## config.mk

```make
export PLATFORM = sky130hd
export DESIGN_NAME = cpu_misc_irq_reg
export DESIGN_NICKNAME = d
export VERILOG_FILES = /design/src/rtl/ipr_pkg.sv /design/src/rtl/irq_wr_decode.sv /design/src/rtl/irq_tmr_slice.sv /design/src/rtl/irq_ipi_slice.sv /design/src/rtl/cpu_misc_irq_reg.sv
export SDC_FILE = /design/constraint.sdc
export NUM_CORES = 1
export LEC_CHECK = 0
export ABC_AREA = 1
export BUFFER_PORTS_ARGS = -buffer_cell sky130_fd_sc_hd__buf_2
export CAP_MARGIN = 20
export CELL_PAD_IN_SITES_DETAIL_PLACEMENT = 0
export CELL_PAD_IN_SITES_GLOBAL_PLACEMENT = 1
export CORE_MARGIN = 5
export CORE_UTILIZATION = 25
export CTS_BUF_LIST = sky130_fd_sc_hd__clkbuf_8
export CTS_CLUSTER_DIAMETER = 80
export DETAILED_ROUTE_END_ITERATION = 12
export HOLD_SLACK_MARGIN = 0.1
export PLACE_DENSITY = 0.69
export SYNTH_ARGS = -nofsm -noshare
export SYNTH_HDL_FRONTEND = slang
export SYNTH_SLANG_ARGS = --single-unit
```

## constraint.sdc

```tcl
create_clock -name clk -period 4 [get_ports clk]
set_input_delay 0.2 -clock clk [delete_from_list [all_inputs] [get_ports clk]]
set_output_delay 0.2 -clock clk [all_outputs]
set_load 0.02 [all_outputs]
```

## src/rtl/ipr_pkg.sv

```systemverilog
package ipr_pkg;
   localparam int MAX_CPU = 4;
   localparam int ID_W    = 2;
   localparam int FLD_LO  = 4;
   localparam int FLD_HI  = 15;
   localparam int TMR_OFS = 0;   // timer acknowledge nibble, relative to FLD_LO
   localparam int ICL_OFS = 4;   // interprocessor clear nibble
   localparam int IRQ_OFS = 8;   // interprocessor request nibble

   typedef enum logic [1:0] {
      SZ_BYTE = 2'd0,
      SZ_HALF = 2'd1,
      SZ_WORD = 2'd2,
      SZ_DBL  = 2'd3
   } acc_size_e;
endpackage

```

## src/rtl/irq_wr_decode.sv

```systemverilog
module irq_wr_decode
   import ipr_pkg::*;
#(
   parameter int NUM_CPU = 4
) (
   input  logic                  wr_en_i,
   input  logic [1:0]            wr_size_i,
   input  logic [FLD_HI:FLD_LO]  wr_data_i,
   output logic                  legal_o,
   output logic                  bad_o,
   output logic [NUM_CPU-1:0]    tclr_o,
   output logic [NUM_CPU-1:0]    req_o,
   output logic [NUM_CPU-1:0]    iclr_o
);
   logic size_ok;
   logic any_fld;

   assign size_ok = (wr_size_i == SZ_DBL);
   assign any_fld = |wr_data_i;
   assign legal_o = wr_en_i && size_ok && any_fld;
   assign bad_o   = wr_en_i && !(size_ok && any_fld);

   for (genvar i = 0; i < NUM_CPU; i++) begin : g_cpu
      assign tclr_o[i] = legal_o && wr_data_i[FLD_LO + TMR_OFS + i];
      assign iclr_o[i] = legal_o && wr_data_i[FLD_LO + ICL_OFS + i];
      assign req_o[i]  = legal_o && wr_data_i[FLD_LO + IRQ_OFS + i];
   end
endmodule

```

## src/rtl/irq_tmr_slice.sv

```systemverilog
module irq_tmr_slice (
   input  logic clk,
   input  logic rst_n,
   input  logic tick_i,
   input  logic clr_i,
   output logic pend_o
);
   // clear first, then the tick: a same-cycle tick leaves the flag set
   always_ff @(posedge clk) begin
      if (!rst_n) pend_o <= 1'b0;
      else        pend_o <= (pend_o && !clr_i) || tick_i;
   end
endmodule

```

## src/rtl/irq_ipi_slice.sv

```systemverilog
module irq_ipi_slice #(
   parameter int CNT_W = 4
) (
   input  logic clk,
   input  logic rst_n,
   input  logic req_i,
   input  logic clr_i,
   output logic flag_o,
   output logic line_o
);
   localparam logic [CNT_W-1:0] CNT_MAX = {CNT_W{1'b1}};
   localparam logic [CNT_W-1:0] CNT_ONE = CNT_W'(1);

   logic [CNT_W-1:0] cnt_q;
   logic [CNT_W-1:0] cnt_req;
   logic [CNT_W-1:0] cnt_nxt;
   logic             flag_nxt;

   always_comb begin
      // request step, saturating at the top
      cnt_req = cnt_q;
      if (req_i && (cnt_q != CNT_MAX)) cnt_req = cnt_q + CNT_ONE;
      // clear step, never below zero
      cnt_nxt = cnt_req;
      if (clr_i && (cnt_req != '0)) cnt_nxt = cnt_req - CNT_ONE;
      flag_nxt = flag_o;
      if (req_i) flag_nxt = 1'b1;
      if (clr_i) flag_nxt = 1'b0;
   end

   always_ff @(posedge clk) begin
      if (!rst_n) begin
         cnt_q  <= '0;
         flag_o <= 1'b0;
      end else begin
         cnt_q  <= cnt_nxt;
         flag_o <= flag_nxt;
      end
   end

   assign line_o = (cnt_q != '0);
endmodule

```

## src/rtl/cpu_misc_irq_reg.sv

```systemverilog
module cpu_misc_irq_reg
   import ipr_pkg::*;
#(
   parameter int NUM_CPU = 4,
   parameter int CNT_W   = 4,
   parameter int DATA_W  = 64
) (
   input  logic                 clk,
   input  logic                 rst_n,
   input  logic                 tick_i,
   input  logic                 wr_en_i,
   input  logic [1:0]           wr_size_i,
   input  logic [FLD_HI:FLD_LO] wr_data_i,
   input  logic                 rd_en_i,
   input  logic [1:0]           rd_size_i,
   input  logic [ID_W-1:0]      rd_cpu_i,
   output logic [DATA_W-1:0]    rd_data_o,
   output logic [NUM_CPU-1:0]   tmr_irq_o,
   output logic [NUM_CPU-1:0]   ipi_irq_o,
   output logic                 err_o
);
   localparam int IMG_HI = FLD_LO + 2 * MAX_CPU;  // first always-zero bit

   if (NUM_CPU < 1 || NUM_CPU > MAX_CPU) begin : g_bad_cpu
      $error("NUM_CPU must lie in 1..4");
   end
   if (CNT_W < 1 || CNT_W > 8) begin : g_bad_cnt
      $error("CNT_W must lie in 1..8");
   end
   if (DATA_W < IMG_HI) begin : g_bad_dw
      $error("DATA_W too narrow for the register image");
   end

   logic                 wr_legal;
   logic                 wr_bad;
   logic [NUM_CPU-1:0]   tclr;
   logic [NUM_CPU-1:0]   req;
   logic [NUM_CPU-1:0]   iclr;
   logic [NUM_CPU-1:0]   ipi_flag;
   logic [MAX_CPU-1:0]   tmr_pad;
   logic [MAX_CPU-1:0]   ipf_pad;
   logic [DATA_W-1:0]    image;
   logic                 rd_ok;

   irq_wr_decode #(.NUM_CPU(NUM_CPU)) u_dec (
      .wr_en_i   (wr_en_i),
      .wr_size_i (wr_size_i),
      .wr_data_i (wr_data_i),
      .legal_o   (wr_legal),
      .bad_o     (wr_bad),
      .tclr_o    (tclr),
      .req_o     (req),
      .iclr_o    (iclr)
   );

   for (genvar i = 0; i < NUM_CPU; i++) begin : g_cpu
      irq_tmr_slice u_tmr (
         .clk    (clk),
         .rst_n  (rst_n),
         .tick_i (tick_i),
         .clr_i  (tclr[i]),
         .pend_o (tmr_irq_o[i])
      );
      irq_ipi_slice #(.CNT_W(CNT_W)) u_ipi (
         .clk    (clk),
         .rst_n  (rst_n),
         .req_i  (req[i]),
         .clr_i  (iclr[i]),
         .flag_o (ipi_flag[i]),
         .line_o (ipi_irq_o[i])
      );
   end

   assign tmr_pad = MAX_CPU'(tmr_irq_o);
   assign ipf_pad = MAX_CPU'(ipi_flag);
   assign image   = DATA_W'({ipf_pad, tmr_pad, 4'b0000});
   assign rd_ok   = (rd_size_i == SZ_DBL);

   always_ff @(posedge clk) begin
      if (!rst_n) begin
         rd_data_o <= '0;
         err_o     <= 1'b0;
      end else begin
         err_o <= wr_bad || (rd_en_i && !rd_ok);
         if (rd_en_i) rd_data_o <= rd_ok ? (image | DATA_W'(rd_cpu_i)) : '0;
      end
   end

   // wr_legal is kept visible for the bound checker
   logic unused_ok;
   assign unused_ok = wr_legal;
endmodule

```

## Yosys cells after proc, flatten, opt, wreduce, memory -nomap -nowiden

Cells that the tools add are included.

| cells by class | value |
|---|---|
| bitwise gates (word level) | 2 |
| equality and inequality tests | 6 |
| reductions and logical operators | 53 |
| add/subtract/negate cells | 8 |
| multiplexer cells | 9 |

Operator list:

| operator | number |
|---|---|
| $mux W4 | 8 |
| $reduce_bool A4 Y1 | 8 |
| $logic_and A1 B1 Y1 | 29 |
| $add A4 B1 Y4 const B | 4 |
| $ne A4 B4 Y1 const B | 4 |
| $sub A4 B1 Y4 const B | 4 |
| $mux W12 | 1 |
| $or A12 B2 Y12 | 1 |
| $reduce_or A12 Y1 | 1 |
| $reduce_or A2 Y1 | 4 |
| $logic_not A1 Y1 | 6 |
| $logic_or A1 B1 Y1 | 5 |
| $eq A2 B2 Y1 const B | 2 |
| $not A1 Y1 | 1 |

| word-level totals | value |
|---|---|
| register bits after elaboration | 89 |
| logic and storage cells | 92 |
| input bits | 23 |
| output and inout bits | 73 |

## Longest topological paths before layout

Gate-level depths: netlist of run 1.

| logic depth | value |
|---|---|
| depth in word-level cells | 9 |
| mapped depth | 16 |
| gate-level depth less buffers | 16 |

## Cells and area by module

A second synthesis of run 1 with hierarchy kept.

| unflattened totals | value |
|---|---|
| cell total of the unflattened synthesis | 462 |
| area total of the unflattened synthesis | 2947.8 sq um |

By module, submodules not included:

| module | area an instance (sq um) | sequential area each (sq um) | cells each | times used |
|---|---|---|---|---|
| irq_ipi_slice | 416.6 | 100.1 | 64 | 4 |
| cpu_misc_irq_reg | 933.4 | 220.2 | 139 | 1 |
| irq_tmr_slice | 43.8 | 20.0 | 6 | 4 |
| irq_wr_decode | 172.7 | 0.0 | 43 | 1 |

## Worst setup path before layout of run 1

No wires, ideal clock.

| timing path | value |
|---|---|
| path kind | register -> register |
| start point | reg g_cpu[0].u_ipi.cnt_q[0] |
| end point | reg g_cpu[0].u_ipi.cnt_q[2] |
| path slack | 2.078 ns |
| stages on the path, launching flop included | 13 |
| arrival | 1.807 ns |
| clock period less this slack | 1.922 ns |
| required time | 3.885 ns |
| library setup time | 0.115 ns |
| path buffers | 0 |
| cells stage by stage | dfxtp_1 > ha_1 > nand2_1 > inv_1 > nand2_1 > nand4_4 > xor2_2 > ha_1 > nand3_1 > nor2_2 > nor2_4 > a21oi_1 > nor2_1 |

| between the ends | value |
|---|---|
| word-level cells in the longest chain between the ends | 6 |

RTL lines:

| element | RTL line | source |
|---|---|---|
| from (decl) | irq_ipi_slice.sv:14 | `logic [CNT_W-1:0] cnt_q;` |
| from (signal assigned) | irq_ipi_slice.sv:36 | `cnt_q <= cnt_nxt;` |
| parallel branches: the longest is 2 deep, another holds $add A4 B1 Y4 | -- |  |
| $mux W4 * | irq_ipi_slice.sv:22 | `if (req_i && (cnt_q != CNT_MAX)) cnt_req = cnt_q + CNT_ONE;` |
| parallel branches: the longest is 2 deep, another holds $sub A4 B1 Y4 | -- |  |
| $mux W4 * | irq_ipi_slice.sv:25 | `if (clr_i && (cnt_req != '0)) cnt_nxt = cnt_req - CNT_ONE;` |

Every way passes the cells marked *.
A chain may end at the register's enable or synchronous reset.

## Worst setup path in the final report of run 1

| timing path | value |
|---|---|
| start point | reg g_cpu[2].u_ipi.cnt_q[1] |
| end point | reg g_cpu[2].u_ipi.cnt_q[1] |

| between the ends | value |
|---|---|
| word-level cells in the longest chain between the ends | 6 |

RTL lines:

| element | RTL line |
|---|---|
| from (decl) | irq_ipi_slice.sv:14 |
| from (signal assigned) | irq_ipi_slice.sv:36 |
| parallel branches: the longest is 2 deep, another holds $add A4 B1 Y4 | -- |
| $mux W4 * | irq_ipi_slice.sv:22 |
| parallel branches: the longest is 2 deep, another holds $sub A4 B1 Y4 | -- |
| $mux W4 * | irq_ipi_slice.sv:25 |

Marked as above.

==> impl_metrics.csv, run 1 <==
group,metric,value,unit
run_status,status,"completed",
clock_tree,post_cts.repair.setup_buffers,0,
timing,whs,136.0,ps
synthesis,synth_commonest_cells,"nand2_1 (84), buf_4 (63), inv_1 (46), nor2_1 (45), dfxtp_1 (35)",
run,maxCapViolCount,0,
detailed_routing,wl_met3,295,um
synthesis,synthAdderAreaFrac,5.333,%
synthesis,synthSimpleGateAreaFrac,32.40,%
power,total_power,0.0008989,W
worst_setup_path,cp.required,4170,ps
clock_tree,max-clock-path-buffers,2,
clock_tree,h-tree-depth,2,
detailed_routing,ant_nets,0,
synthesis,synthCells,396,
worst_setup_path,end_kind,"register",
grt,grt_pass1_wl,9.563,mm
synthesis,synth_top_family_by_area,"simple AND/OR/NAND/NOR gates",
clock_tree,clk_pin_slew,70,ps
detailed_routing,drtIter0Drc,67,
cells_and_area,drive_gt1_share,20.70,%
power,ir_drop,0.1115,mV
synthesis,ys_ff_latch,35,
clock_tree,cts_resized,0,
clock_tree,cts_tree,"built",
synthesis,ys_top_cells_by_area,"dfxtp_1 (25%), buf_4 (17%), nand2_1 (11%)",
floorplan,start_util,25.74,%
cells_and_area,final_cell_count_no_fill,570,
synthesis,synth-compound-area-share,11.02,%
floorplan,ios,96,
worst_setup_path,crit_type,"register to register",
worst_setup_path,cp.arrival,2380,ps
clock_tree,cts.sink_count,35,
grt,grt_max_degree,22,
clock_tree,hold_buffers,0,
timing,clock_skew,4.689,ps
worst_setup_path,crit_path_end,"g_cpu[2].u_ipi.cnt_q[1]",
floorplan,dieArea,13480,um^2
min_path,hold_path_depth,2,
worst_setup_path,regToRegSetupSlack,1800,ps
synthesis,synthMuxAreaShare,0,%
synthesis,syn_area,2815,um^2
cells_and_area,syn2layout_area_growth,7.022,%
cells_and_area,fillCellCount,1218,
worst_setup_path,crit_path_start_kind,"register",
synthesis,ys_warn_count,0,
synthesis,ys.flop_type,"dfxtp_1",
timing,setup_ws,1797,ps
detailed_routing,totalWireLength,6.082,mm
grt,grt_pass1_vias,2056,
synthesis,synthArstFlopShare,0,%
placed_design,place_ws,1744,ps
clock_tree,numCtsBuffers,5,
detailed_routing,wl_per_cell,10.67,um
placed_design,place_hpwl,5.000,mm
synthesis,ys_seq_area_share,24.89,%
worst_setup_path,timing.rr.start,"g_cpu[2].u_ipi.cnt_q[1]",
synthesis,synthXorXnorAreaFrac,2.400,%
grt,grt_antenna_before_repair,0,
detailed_routing,top_layer_used,"met4",
placed_design,portBuffers,41,
timing,worst_pin_slew,944.2,ps
floorplan,die_x,116.1,um
grt,overflow,0,
floorplan,die_h,116.1,um
clock_tree,clock_latency,290,ps
worst_setup_path,r2r_end,"g_cpu[2].u_ipi.cnt_q[1]",
timing,period_needed,2203,ps
timing,tns,0,ps
power,p_leak,1.483,nW
detailed_routing,drcViolationCount,0,
cells_and_area,layout.area.seq,700.7,um^2
synthesis,avgSynthCellArea,7.109,um^2
timing,final_hold_viol_count,0,
synthesis,synth_edf_count,0,
clock_tree,cts-root-buf,"clkbuf_8",
cells_and_area,diodes,0,
floorplan,num_rows,38,
cells_and_area,layout.nets,464,
synthesis,ys_types,33,
synthesis,yosysTopAreaCell,"dfxtp_1",
timing,slew_violations,0,
power,power_density,298.3,nW/um^2
worst_setup_path,worst-r2r-cell-count,16,
detailed_routing,viasPerCell,3.977,
detailed_routing,dr_total_vias,2267,
detailed_routing,wl_met2,3.068,mm
placed_design,place_congestion,0.7749,
detailed_routing,wl_met1,2.667,mm
synthesis,yosysMostFrequentCell,"nand2_1",
worst_setup_path,critPathMaxFanout,6,
synthesis,synth_top_area_share,24.89,%
worst_setup_path,startpoint,"g_cpu[2].u_ipi.cnt_q[1]",
timing,max_freq,453.8,MHz
floorplan,core,10940,um^2
placed_design,dp.cells,562,
timing,finalCritPeriodShare,55.09,%
timing,timing.max_slew.rel_slack,37.05,%
grt,track_usage,8.939,%
cells_and_area,multiInputGateArea,1643,um^2
timing,rsz0062_at_grt,"false",
detailed_routing,drtPass1Iterations,4,
timing,setup_viol,0,
min_path,hp-class,"input pin to register",
-- sequential cells by signal, indices dropped and copies added, names as in the netlist --
name	flops
g_cpu.u_ipi.cnt_q	16
rd_data_o	10
g_cpu.u_ipi.flag_o	4
g_cpu.u_tmr.pend_o	4
err_o	1
-- power by group --
part           internal [W]  leakage [nW]  switching (W)  total [W]
Clock              0.000186        0.0581       0.000137   0.000322
Combinational     0.0000555          1.14       0.000146   0.000202
Sequential         0.000363         0.286      0.0000112   0.000375
Total              0.000604          1.48       0.000294   0.000899
-- worst min-delay path by stage --
stage | startpoint | end | slack, ps
after global placement | wr_data_i[9] | g_cpu[1].u_ipi.flag_o | 440
after global routing | wr_data_i[9] | g_cpu[1].u_ipi.flag_o | 140
after CTS | wr_data_i[8] | g_cpu[0].u_ipi.flag_o | 130
final | wr_data_i[9] | g_cpu[1].u_ipi.flag_o | 140
after detailed placement | wr_data_i[9] | g_cpu[1].u_ipi.flag_o | 450
after floorplan | wr_data_i[8] | g_cpu[0].u_ipi.flag_o | 290
-- critical path: stages, from the launching register on --
cell,delay [ps]
dfxtp_1,340
ha_1,220
nand2_1,70
inv_1,60
nand2_1,80
nand4_2,210
nand2_1,110
inv_1,40
nor2_1,170
inv_1,80
ha_1,240
nand3_1,120
nor2_1,60
nor2_2,130
nand2_1,70
nand2_1,50
a21oi_1,40
-- cells by family after synthesis --
logic type / after synthesis
other: 1
DFF: 35
xor gates and xnor gates: 6
buffers and inverters: 115
AOI/OAI and AO/OA: 45
adders and majority gates: 12
and+or+nand+nor: 182
-- cells in the final DEF, fill, tap and decap left out, types with 2 or more instances in the layout --
cell type	n
nand2_2	5
inv_1	46
nand4_1	3
o21ai_2	2
nor2_4	7
nand4_4	3
xnor2_1	3
nand3_2	2
a2111oi_0	8
o21ai_0	8
a21oi_2	5
nand2_4	3
clkbuf_8	5
nand3_1	23
o21bai_2	2
a211oi_1	2
nand2_1	84
dfxtp_1	35
conb_1	54
a21oi_1	17
ha_1	12
xor2_2	2
nor2_1	45
nor2_2	4
buf_2	41
-- per-stage QoR --
step	instance area [um^2]	util, %
final	3013	27.55
after floorplan	3014	-
after CTS	3013	27.55
after global placement	2900	26.52
after global routing	3013	27.55
after detailed placement	2900	26.52
-- routing by layer --
metal | track usage, % | vias up
li1 | - | 1203
met3 | 2.228 | 6
met1 | 10.87 | 1010
met5 | 0 | -
met4 | 2.320 | 0
met2 | 15.77 | 48
-- cell type report --
cell class	instances	share of cell area (%)
Inverter	47	5.855
Sequential cell	35	23.26
Multi-Input combinational cell	299	54.53
Clock buffer	5	2.284
Tap cell	140	5.814
Timing Repair Buffer	41	6.811
Clock inverter	3	1.453
No activity file was read; power rests on OpenSTA's default activity.
==> run 2, diff against run 1 <==
clock period = 2.3 ns   (was 4 ns; I/O delays follow)
==> run 2 against run 1 <==
  * Register-to-register slack worse by 1600 ps
  * Design area is 9.6% higher
  * Non-clock buffer count is 20 higher
  * Clock power is 45% higher
  * Die area stayed put
  * Worst setup slack worse by 1700 ps
  * Count of clock-buffer cells in the layout stayed put
  * Sequential share of layout area is 2.0 points lower
  * First-iteration DRC count is 22% higher
  * Cell count is 3.5% higher
  * Critical path type is now input pin to register
  * Critical endpoint is now g_cpu[0].u_ipi.cnt_q[3]
  * Largest cell class unchanged
==> impl_metrics.csv, run 2 (same netlist as run 1, synthesis figures left out) <==
group,metric,value,unit
cells_and_area,largest_register_ffs,16,
timing,slew_violations,0,
floorplan,start_util,25.74,%
floorplan,num_rows,38,
cells_and_area,layout_common_cells,"nand2_1 (81), conb_1 (54), inv_1 (45)",
detailed_routing,drtIter0Drc,82,
clock_tree,h-tree-depth,2,
timing,clock_skew,2.667,ps
timing,timing.max_slew.rel_slack,58.18,%
min_path,hp-class,"input pin to register",
cells_and_area,fillCellCount,1175,
cells_and_area,layout.area.seq,701.9,um^2
grt,grt_pass1_vias,2130,
power,power_density,461.5,nW/um^2
detailed_routing,totalWireLength,6.577,mm
floorplan,die_x,116.1,um
power,ir_drop,0.2304,mV
timing,final_hold_viol_count,0,
timing,setup_ws,139.3,ps
grt,overflow,0,
worst_setup_path,crit_type,"input pin to register",
cells_and_area,stdcell_area,3302,um^2
cells_and_area,multiInputGateArea,1769,um^2
detailed_routing,ant_nets,0,
grt,grt_max_degree,22,
floorplan,die_h,116.1,um
cells_and_area,final_common_cell,"nand2_1",
cells_and_area,syn2layout_area_growth,17.29,%
worst_setup_path,critPathMostFrequentCell,"nor2_4",
detailed_routing,dr_total_vias,2359,
grt,grt_antenna_before_repair,0,
timing,max_freq,462.8,MHz
placed_design,post_dp_cell_area,2923,um^2
grt,grt_pass1_wl,9.922,mm
cells_and_area,diodes,0,
worst_setup_path,cp.arrival,2350,ps
detailed_routing,viasPerCell,3.998,
timing,tns,0,ps
detailed_routing,drcViolationCount,0,
placed_design,place_ws,160.1,ps
worst_setup_path,crit_family,"simple AND/OR/NAND/NOR gates",
worst_setup_path,slowest_delay,530,ps
timing,worst_pin_slew,626.6,ps
clock_tree,cts.sink_count,35,
worst_setup_path,path_cells,"dlygate4sd3_1, buf_2, nor2_1, nand2_1, nor2_4, nand2_8, nand4_4, nand2_2, o21ai_4, ha_4, nand3_2, nor2_4, nor2_4, a21oi_1, nor2_1",
clock_tree,max-clock-path-buffers,2,
placed_design,portBuffers,41,
detailed_routing,wl_per_cell,11.15,um
worst_setup_path,critPathBufInv,2,
cells_and_area,layout.nets,484,
worst_setup_path,cp.required,2490,ps
placed_design,place_congestion,0.7871,
timing,setup_viol,0,
worst_setup_path,worst-r2r-cell-count,12,
clock_tree,cts_tree,"built",
cells_and_area,final_cell_count_no_fill,590,
placed_design,dp.cells,565,
detailed_routing,drtPass1Iterations,4,
cells_and_area,drive_gt1_share,25.33,%
cells_and_area,top_register,"g_cpu.u_ipi.cnt_q",
worst_setup_path,crit_path_start_kind,"input pin",
placed_design,place_hpwl,5.032,mm
timing,finalCritPeriodShare,93.95,%
worst_setup_path,critPathMaxFanout,6,
worst_setup_path,end_kind,"register",
timing,period_needed,2161,ps
min_path,hold_path_depth,4,
floorplan,core,10940,um^2
worst_setup_path,crit_cells,15,
cells_and_area,top_regs,"g_cpu.u_ipi.cnt_q (16), rd_data_o (10)",
power,p_leak,1.578,nW
floorplan,dieArea,13480,um^2
clock_tree,numCtsBuffers,5,
clock_tree,cts-root-buf,"clkbuf_8",
floorplan,ios,96,
worst_setup_path,slowest_stage,"dlygate4sd3_1",
run,maxCapViolCount,0,
clock_tree,clk_pin_slew,80,ps
clock_tree,clock_latency,290,ps
run_status,status,"completed",
grt,track_usage,9.242,%
==> run 2: cell count changes in the layout (fill, tap and decap cells not counted), sizes merged <==
cell	previous run	this run
dlygate4sd3	0	9
clkinv	2	1
buf	41	52
clkinvlp	0	2
bufinv	1	0
==> run 2: final cells by class <==
type / instances / share of cell area [%]
Clock inverter: 3 / 0.6063
Sequential cell: 35 / 21.26
Inverter: 47 / 5.343
Clock buffer: 5 / 2.084
Timing Repair Buffer: 61 / 11.82
Multi-Input combinational cell: 299 / 53.58
Tap cell: 140 / 5.305
==> run 2: metrics by stage <==
| step | utilization, % | total power (W) | hold slack (ps) |
|---|---|---|---|
| after floorplan | - | 0.001021 | 204.4 |
| after global placement | 26.73 | 0.001020 | 350.0 |
| after detailed placement | 26.73 | 0.001022 | 348.0 |
| after CTS | 28.36 | 0.001505 | 105.2 |
| after global routing | 30.19 | 0.001607 | 153.8 |
| final | 30.19 | 0.001524 | 104.7 |
==> run 2: per-layer routing <==
| metal | vias to the layer above | share of wire [%] | track usage (%) |
|---|---|---|---|
| met5 | - | 0 | 0 |
| met4 | 0 | 0.88 | 2.320 |
| met3 | 7 | 5.5 | 2.332 |
| met2 | 48 | 52 | 16.65 |
| met1 | 1060 | 41 | 10.97 |
| li1 | 1244 | - | - |
==> run 2: worst register-to-register path, cell delays in order (launching register included) <==
cell and delay (ps):
dfxtp_2 370, ha_1 210, nand2_1 60, inv_1 40
nand2_1 140, nand4_4 210, o21ai_4 250, ha_4 180
nand3_2 110, nor2_4 140, nor2_4 60, a21oi_1 130
nor2_1 60
==> run 2: worst paths after layout <==
check	startpoint	to	slack [ps]
worst min-delay path	rd_size_i[1]	err_o	100
worst max-delay path	wr_data_i[6]	g_cpu[0].u_ipi.cnt_q[3]	140
worst min register to register	g_cpu[1].u_ipi.flag_o	rd_data_o[9]	470
worst max register to register	g_cpu[0].u_ipi.cnt_q[0]	g_cpu[0].u_ipi.cnt_q[3]	230
==> run 2: where the power goes <==
part	internal, W	switching [W]
clock network	0.000211	0.000255
registers	0.000632	0.0000195
logic	0.000132	0.000274
total	0.000975	0.000549
==> run 2: timing repair <==
action	CTS	global route
hold buffers	9	0
endpoints found under the hold margin	9	0
setup buffers	0	8
gates resized for setup	0	24
endpoints found under the setup margin	0	16
